[config.mk]
export PLATFORM = sky130hd
export DESIGN_NAME = dma_regfile
export DESIGN_NICKNAME = d
export VERILOG_FILES = /design/src/rtl/dma_regfile.sv
export SDC_FILE = /design/constraint.sdc
export NUM_CORES = 1
export LEC_CHECK = 0
export BUFFER_PORTS_ARGS = -buffer_cell sky130_fd_sc_hd__buf_2
export CAP_MARGIN = 25
export CORE_UTILIZATION = 49
export DETAILED_ROUTE_END_ITERATION = 10
export MAX_ROUTING_LAYER = met4
export PLACE_DENSITY = 0.74
export SYNTH_ARGS = -nofsm -noshare
export SYNTH_HDL_FRONTEND = slang
export SYNTH_SLANG_ARGS = --single-unit
[constraint.sdc]
create_clock -name clk -period 2.4 [get_ports clk]
set_input_delay 0.24 -clock clk [delete_from_list [all_inputs] [get_ports clk]]
set_output_delay 0.24 -clock clk [all_outputs]
set_load 0.05 [all_outputs]
[src/rtl/dma_regfile.sv]
module dma_regfile #(
  parameter int NCH = 4,
  parameter int DW  = 8
) (
  input  logic              clk,
  input  logic              rst_n,
  input  logic              sel,
  input  logic              wr_en,
  input  logic              rd_en,
  input  logic [3:0]        offs,
  input  logic [DW-1:0]     wdata,
  output logic [DW-1:0]     rdata,
  output logic [NCH*6-1:0]  mode_o,
  output logic [NCH-1:0]    mask_o,
  output logic [NCH-1:0]    req_o,
  output logic [DW-1:0]     cmd_o,
  output logic [NCH*2*DW-1:0] addr_o,
  output logic [NCH*2*DW-1:0] cnt_o
);
  localparam int RW  = 2 * DW;
  localparam int CHW = $clog2(NCH);

  logic [RW-1:0]  base_q [NCH][2];
  logic [RW-1:0]  cur_q  [NCH][2];
  logic [5:0]     mode_q [NCH];
  logic [NCH-1:0] mask_q, req_q;
  logic [DW-1:0]  cmd_q;
  logic           ff_q;

  wire            wr      = sel & wr_en;
  wire            rd      = sel & rd_en;
  wire            is_rc   = ~offs[3];
  wire [CHW-1:0]  rc_ch   = offs[CHW:1];
  wire            rc_kind = offs[0];
  wire [CHW-1:0]  d_ch    = wdata[CHW-1:0];

  always_ff @(posedge clk or negedge rst_n) begin
    if (!rst_n) begin
      for (int c = 0; c < NCH; c++) begin
        for (int k = 0; k < 2; k++) begin
          base_q[c][k] <= '0;
          cur_q[c][k]  <= '0;
        end
        mode_q[c] <= '0;
      end
      mask_q <= '1;
      req_q  <= '0;
      cmd_q  <= '0;
      ff_q   <= 1'b0;
    end else begin
      if ((wr | rd) && is_rc) ff_q <= ~ff_q;
      if (wr) begin
        if (is_rc) begin
          if (ff_q) begin
            base_q[rc_ch][rc_kind][RW-1:DW] <= wdata;
            cur_q[rc_ch][rc_kind][RW-1:DW]  <= wdata;
          end else begin
            base_q[rc_ch][rc_kind][DW-1:0] <= wdata;
            cur_q[rc_ch][rc_kind][DW-1:0]  <= wdata;
          end
        end else begin
          case (offs[2:0])
            3'd0: cmd_q <= wdata;
            3'd1: req_q[d_ch] <= wdata[2];
            3'd2: mask_q[d_ch] <= wdata[2];
            3'd3: mode_q[d_ch] <= wdata[7:2];
            3'd4: ff_q <= 1'b0;
            3'd5: begin
              cmd_q  <= '0;
              req_q  <= '0;
              mask_q <= '1;
              ff_q   <= 1'b0;
            end
            3'd6: mask_q <= '0;
            3'd7: mask_q <= wdata[NCH-1:0];
            default: ;
          endcase
        end
      end
    end
  end

  always_comb begin
    rdata = '0;
    if (is_rc)
      rdata = ff_q ? cur_q[rc_ch][rc_kind][RW-1:DW] : cur_q[rc_ch][rc_kind][DW-1:0];
    else if (offs[2:0] == 3'd0)
      rdata = {req_q, 4'b0000};
  end

  for (genvar c = 0; c < NCH; c++) begin : g_out
    assign mode_o[6*c +: 6]  = mode_q[c];
    assign addr_o[RW*c +: RW] = base_q[c][0];
    assign cnt_o[RW*c +: RW]  = base_q[c][1];
  end
  assign mask_o = mask_q;
  assign req_o  = req_q;
  assign cmd_o  = cmd_q;

  // pointer toggles on every address/count access
  a_r4_ptr_toggle: assert property (@(posedge clk) disable iff (!rst_n)
    (sel && (wr_en || rd_en) && !offs[3]) |=> (ff_q != $past(ff_q)));

  // clear-pointer write lands on low byte
  a_r5_ptr_clear: assert property (@(posedge clk) disable iff (!rst_n)
    (sel && wr_en && offs == 4'hC) |=> !ff_q);

  // single mask write
  a_r6_single_mask: assert property (@(posedge clk) disable iff (!rst_n)
    (sel && wr_en && offs == 4'hA) |=> (mask_o[$past(wdata[1:0])] == $past(wdata[2])));

  // master clear
  a_r10_master_clear: assert property (@(posedge clk) disable iff (!rst_n)
    (sel && wr_en && offs == 4'hD) |=> (mask_o == '1 && cmd_o == '0 && req_o == '0 && !ff_q));

  // clear-mask command
  a_r11_clear_mask: assert property (@(posedge clk) disable iff (!rst_n)
    (sel && wr_en && offs == 4'hE) |=> (mask_o == '0));

  // deselected strobes change nothing
  a_r12_idle: assert property (@(posedge clk) disable iff (!rst_n)
    !sel |=> ($stable(mask_o) && $stable(cmd_o) && $stable(req_o) && $stable(ff_q) && $stable(mode_o)));
endmodule

Word level (Yosys, flattened, before mapping)
Index checks and enable logic that the tools add are counted.
Widths: inputs -> output; s select.
{"block": "word_totals", "ff_bits": 297, "inputBits": 17}
{"block": "classes", "order_cmp": 8, "n_eq_ne": 7, "muxes": 37, "bitwise": 8, "n_reduce_logical": 15}
{"cell": "$bwmux 128", "n": 4}
{"cell": "$mux 128", "n": 2}
{"cell": "$demux 32 s2", "n": 2}
{"cell": "$mux 32", "n": 4}
{"cell": "$bmux 32 s2", "n": 1}
{"cell": "$mux 16", "n": 4}
{"cell": "$demux 16 s1", "n": 2}
{"cell": "$mux 8", "n": 4}
{"cell": "$bwmux 24", "n": 1}
{"cell": "$pmux 4 s4", "n": 1}
{"cell": "$pmux 8 s2", "n": 1}
{"cell": "$demux 6 s2", "n": 1}
{"cell": "$eq 3x3->1 const B", "n": 4}
{"cell": "$reduce_and 3->1", "n": 4}
{"cell": "$bwmux 4", "n": 2}
{"cell": "$pmux 4 s2", "n": 1}
{"cell": "$eq 3x2->1 const B", "n": 2}
{"cell": "$ge 3x3->1 const B", "n": 2}
{"cell": "$lt 3x1->1 const B", "n": 2}
{"cell": "$mux 6", "n": 1}
{"cell": "$not 2->3", "n": 2}
{"cell": "$logic_and 1x1->1", "n": 5}
{"cell": "$mux 1", "n": 5}
{"cell": "$reduce_bool 2->1", "n": 2}
{"cell": "other kinds (14)", "n": 16}

Logic depth before layout (Yosys ltp)
{"block": "depth", "word_depth": 9, "depth_mapped": 7, "ltp_nobuf": 4}

Least setup slack after synthesis
No wires, ideal clock.
{"block": "synth_timing", "kind": "input -> output", "startpoint": "input offs[2]", "endpoint": "output rdata[1]", "t_arrival_ps": 1881, "required_time_ps": 2160, "setup_slack_ps": 279, "stages": 6, "n_path_buf": 3, "cell_sequence": "buf_2 buf_2 buf_2 mux4_2 mux2i_1 o22ai_1"}
{"block": "synth_via", "elab_chain_cells": 9}
{"element": "start, declared", "line_no": "10", "text": "input logic [3:0] offs,"}
{"element": "$not 2->3 (not written as such)", "line_no": "86", "text": "rdata = ff_q ? cur_q[rc_ch][rc_kind][RW-1:DW] : cur_q[rc_ch][rc_kind][DW-1:0];"}
{"element": "$bmux 32 s2", "line_no": "86"}
{"element": "$mux 32 (not written as such) (2 in a row)", "line_no": "86"}
{"element": "$mux 16 (not written as such) (3 in a row)", "line_no": "86"}
{"element": "$mux 8", "line_no": "86"}
{"element": "$mux 8", "line_no": "85", "text": "if (is_rc)"}
{"element": "end, declared", "line_no": "12", "text": "output logic [DW-1:0] rdata,"}
Every way passes these cells. The select of a mux whose other input is x is not followed.

==> results.ini <==
[outcome]
status = finished, final reports clean

[critical_path]
r2r_slack_ns = 0.34
endpoint_kind = output port
reg2reg_from = ff_q$_DFF_PN0_
worstPathArrival_ns = 2.07
worst-endpoint-required_ns = 2.16
startpoint = cnt_o[62]$_DFFE_PN0P_
r2r_end = addr_o[40]$_DFFE_PN0P_
startpoint_type = flip-flop
cp_max_fo = 3
crit_path_end = rdata[6]
ff2ff_path_depth = 4
crit_type = reg -> out

[layout]
multi_input_area_mm2 = 0.00341
layout.nets = 787
regArea_mm2 = 0.00423
fin_area_mm2 = 0.00989
syn_to_final_growth_pct = 25.7
drive_gt1_share_pct = 59.4
nFillCells = 1212

[synth]
syn_inst = 559
synth.avg_cell_area_um2 = 14.1
yosysMostFrequentCell = dfrtp_1
async_flop_share_pct = 100
yosys-top-cells-count = dfrtp_1, mux2_2, o21ai_0
synth-main-ff-cell = dfrtp_1
synth-seq-cells = 169
synth_edf_count = 0
synth_cell_type_count = 46
synth_nets = 576
synth-adder-area-share_pct = 0
synth_top_area_share_pct = 52.5
yosysSeqAreaShare_pct = 53.9
synthSimpleGateAreaFrac_pct = 7.13
syn-cell-area_mm2 = 0.00786
synthMuxAreaShare_pct = 31.5
synth_top_family_by_area = multiplexers
synth-compound-area-share_pct = 4.69
synth_xor_area_share_pct = 0.111
synth_largest_area_cell = dfrtp_1
ys_warn_count = 0
ys_top_cells_by_area = dfrtp_1, mux2_2, mux4_2, mux2i_1, o21ai_0

[drt]
drc = 0
routedWlPerCell_um = 22.7
drt-total-wl_mm = 22.6
antenna_left = 0
via_per_inst = 5.74
firstDrtPassIters = 5
first_iter_violations = 387
num_vias = 5716

[placement]
dpl-instance-area_mm2 = 0.00924
gp_congestion = 0.966
place.port_buffers = 192
place_hpwl_mm = 16.4

[worst_hold_path]
min_path_type = in -> reg
hold_start = sel

[global_route]
grt_pass1_wl_mm = 34.2
overflow = 0
met2_usage_pct = 46.2
antenna_found_initial = 2
grt_use_total_pct = 29.5
busiest_layer = met2
use_met1_pct = 39.1
grt_max_degree = 68
grt_pass1_vias = 5781
use_met3_pct = 6.61

[cts]
clk_pin_slew_worst_paths_ns = 0.06
clock_sinks = 169
cts_resized = 0
ctsHoldBuffers = 1
cts_root_buf = clkbuf_16
cts_tree = yes
post_cts_buffers = 0
htree_levels = 4
clock_path_buffers = 2
cts_buffers = 17
clk_latency_ns = 0.44

[floorplanning]
die_h_um = 129
core_mm2 = 0.0154
die_w_um = 129
die_area_mm2 = 0.0166
core.rowCount = 45
io_pins = 193
start_util_pct = 51.0

[timing]
worstMarginPinSlew_ns = 0.779
setup_viol = 0
rsz0062_at_grt = no
relSlewSlack_pct = 47.8
setup_tns_ns = 0
clock.fmax_mhz = 433
fin_crit_sh_pct = 96.3
fin_hold_ws_ns = 0.184
hold_viol_final = 0
finalMaxSlewViolations = 0
finalClockSkew_ns = 0.00803
min_period_ns = 2.31

[pwr]
p_leak_nw = 5.03
p_per_area_mw_per_mm2 = 1030
ir_drop_v = 0.000551

[flow_run]
maxCapViolCount = 0

## worst min path at each step
stage	endpoint	slack (ns)	depth (start not counted)
after global placement	addr_o[0]$_DFFE_PN0P_	0.26	1
final	ff_q$_DFF_PN0_	0.18	3
after CTS	ff_q$_DFF_PN0_	0.16	3
after floorplan	addr_o[0]$_DFFE_PN0P_	-0.06	0
after detailed placement	addr_o[0]$_DFFE_PN0P_	0.27	1
after global routing	ff_q$_DFF_PN0_	0.19	3
## logic make-up (layout without fill, tap and decap cells)
logic type / count (synthesis) / count (layout)
AOI/OAI and AO/OA: 58 / 58
and+or+nand+nor: 84 / 84
buffers and inverters: 47 / 271
xor gates and xnor gates: 1 / 1
muxes: 200 / 200
other: 0 / 2
DFF: 169 / 169
## metal layers
metal,share of wire [%],up-vias
met5,0,-
met4,1.4,0
met3,6.8,29
met2,47,230
met1,44,2976
li1,-,2481
## power breakdown
group	internal, mW	switching [mW]
Sequential	3.36	0.403
Combinational	0.952	2.53
Clock	1.80	1.13
Total	6.11	4.07
## worst max-delay path: stages (launching register included)
cell     delay (ns)
dfrtp_1        0.41
mux4_2         0.47
nand2_1        0.07
o21ai_0        0.08
a221o_1        0.37
buf_2          0.23
## cells in the final DEF, fill, tap and decap left out, types with 3 or more instances in the layout
| cell type | count |
|---|---|
| clkbuf_1 | 3 |
| clkbuf_16 | 17 |
| nor3_4 | 6 |
| bufinv_16 | 4 |
| a211oi_1 | 4 |
| a21oi_1 | 6 |
| nor4_1 | 3 |
| mux2_2 | 157 |
| mux2i_1 | 21 |
| nor2_4 | 3 |
| mux4_2 | 22 |
| a221o_1 | 4 |
| dfstp_2 | 4 |
| nand3_1 | 11 |
| o22ai_1 | 8 |
| nand2b_1 | 4 |
| nor2_1 | 7 |
| dfrtp_1 | 165 |
| buf_4 | 29 |
| buf_12 | 5 |
| nand2_1 | 17 |
| nor2b_1 | 7 |
| inv_1 | 12 |
| o21ai_0 | 24 |
| buf_2 | 191 |
| nor3_1 | 3 |
| nor2_2 | 10 |
## cell type report
cell class              count  share of cell area [%]
diodes                      2                  0.0506
flip-flops and latches    169                    42.8
inverters                  12                   0.456
multi-input cells         343                    34.5
clock buffers              22                    4.70
well taps                 211                    2.67
clock inverters            10                    1.68
repair buffers            227                    13.1
## flip-flops by register name (all words and copies together), names as in the netlist
| signal | count |
|---|---|
| mask_o | 4 |
| cmd_o | 8 |
| addr_o | 64 |
| mode_o | 24 |
| req_o | 4 |
| cnt_o | 64 |
| ff_q | 1 |
## stage by stage
step	util (%)	cells	worst slack, ns	power (mW)
after global placement	59.9	961	0.299	7.22
after detailed placement	59.9	961	0.252	7.29
after floorplan	-	559	0.279	6.35
final	64.1	996	0.0895	10.2
after CTS	64.0	994	0.0835	10.2
after global routing	64.1	996	0.0304	10.5
No activity file was read; power rests on OpenSTA's default activity.
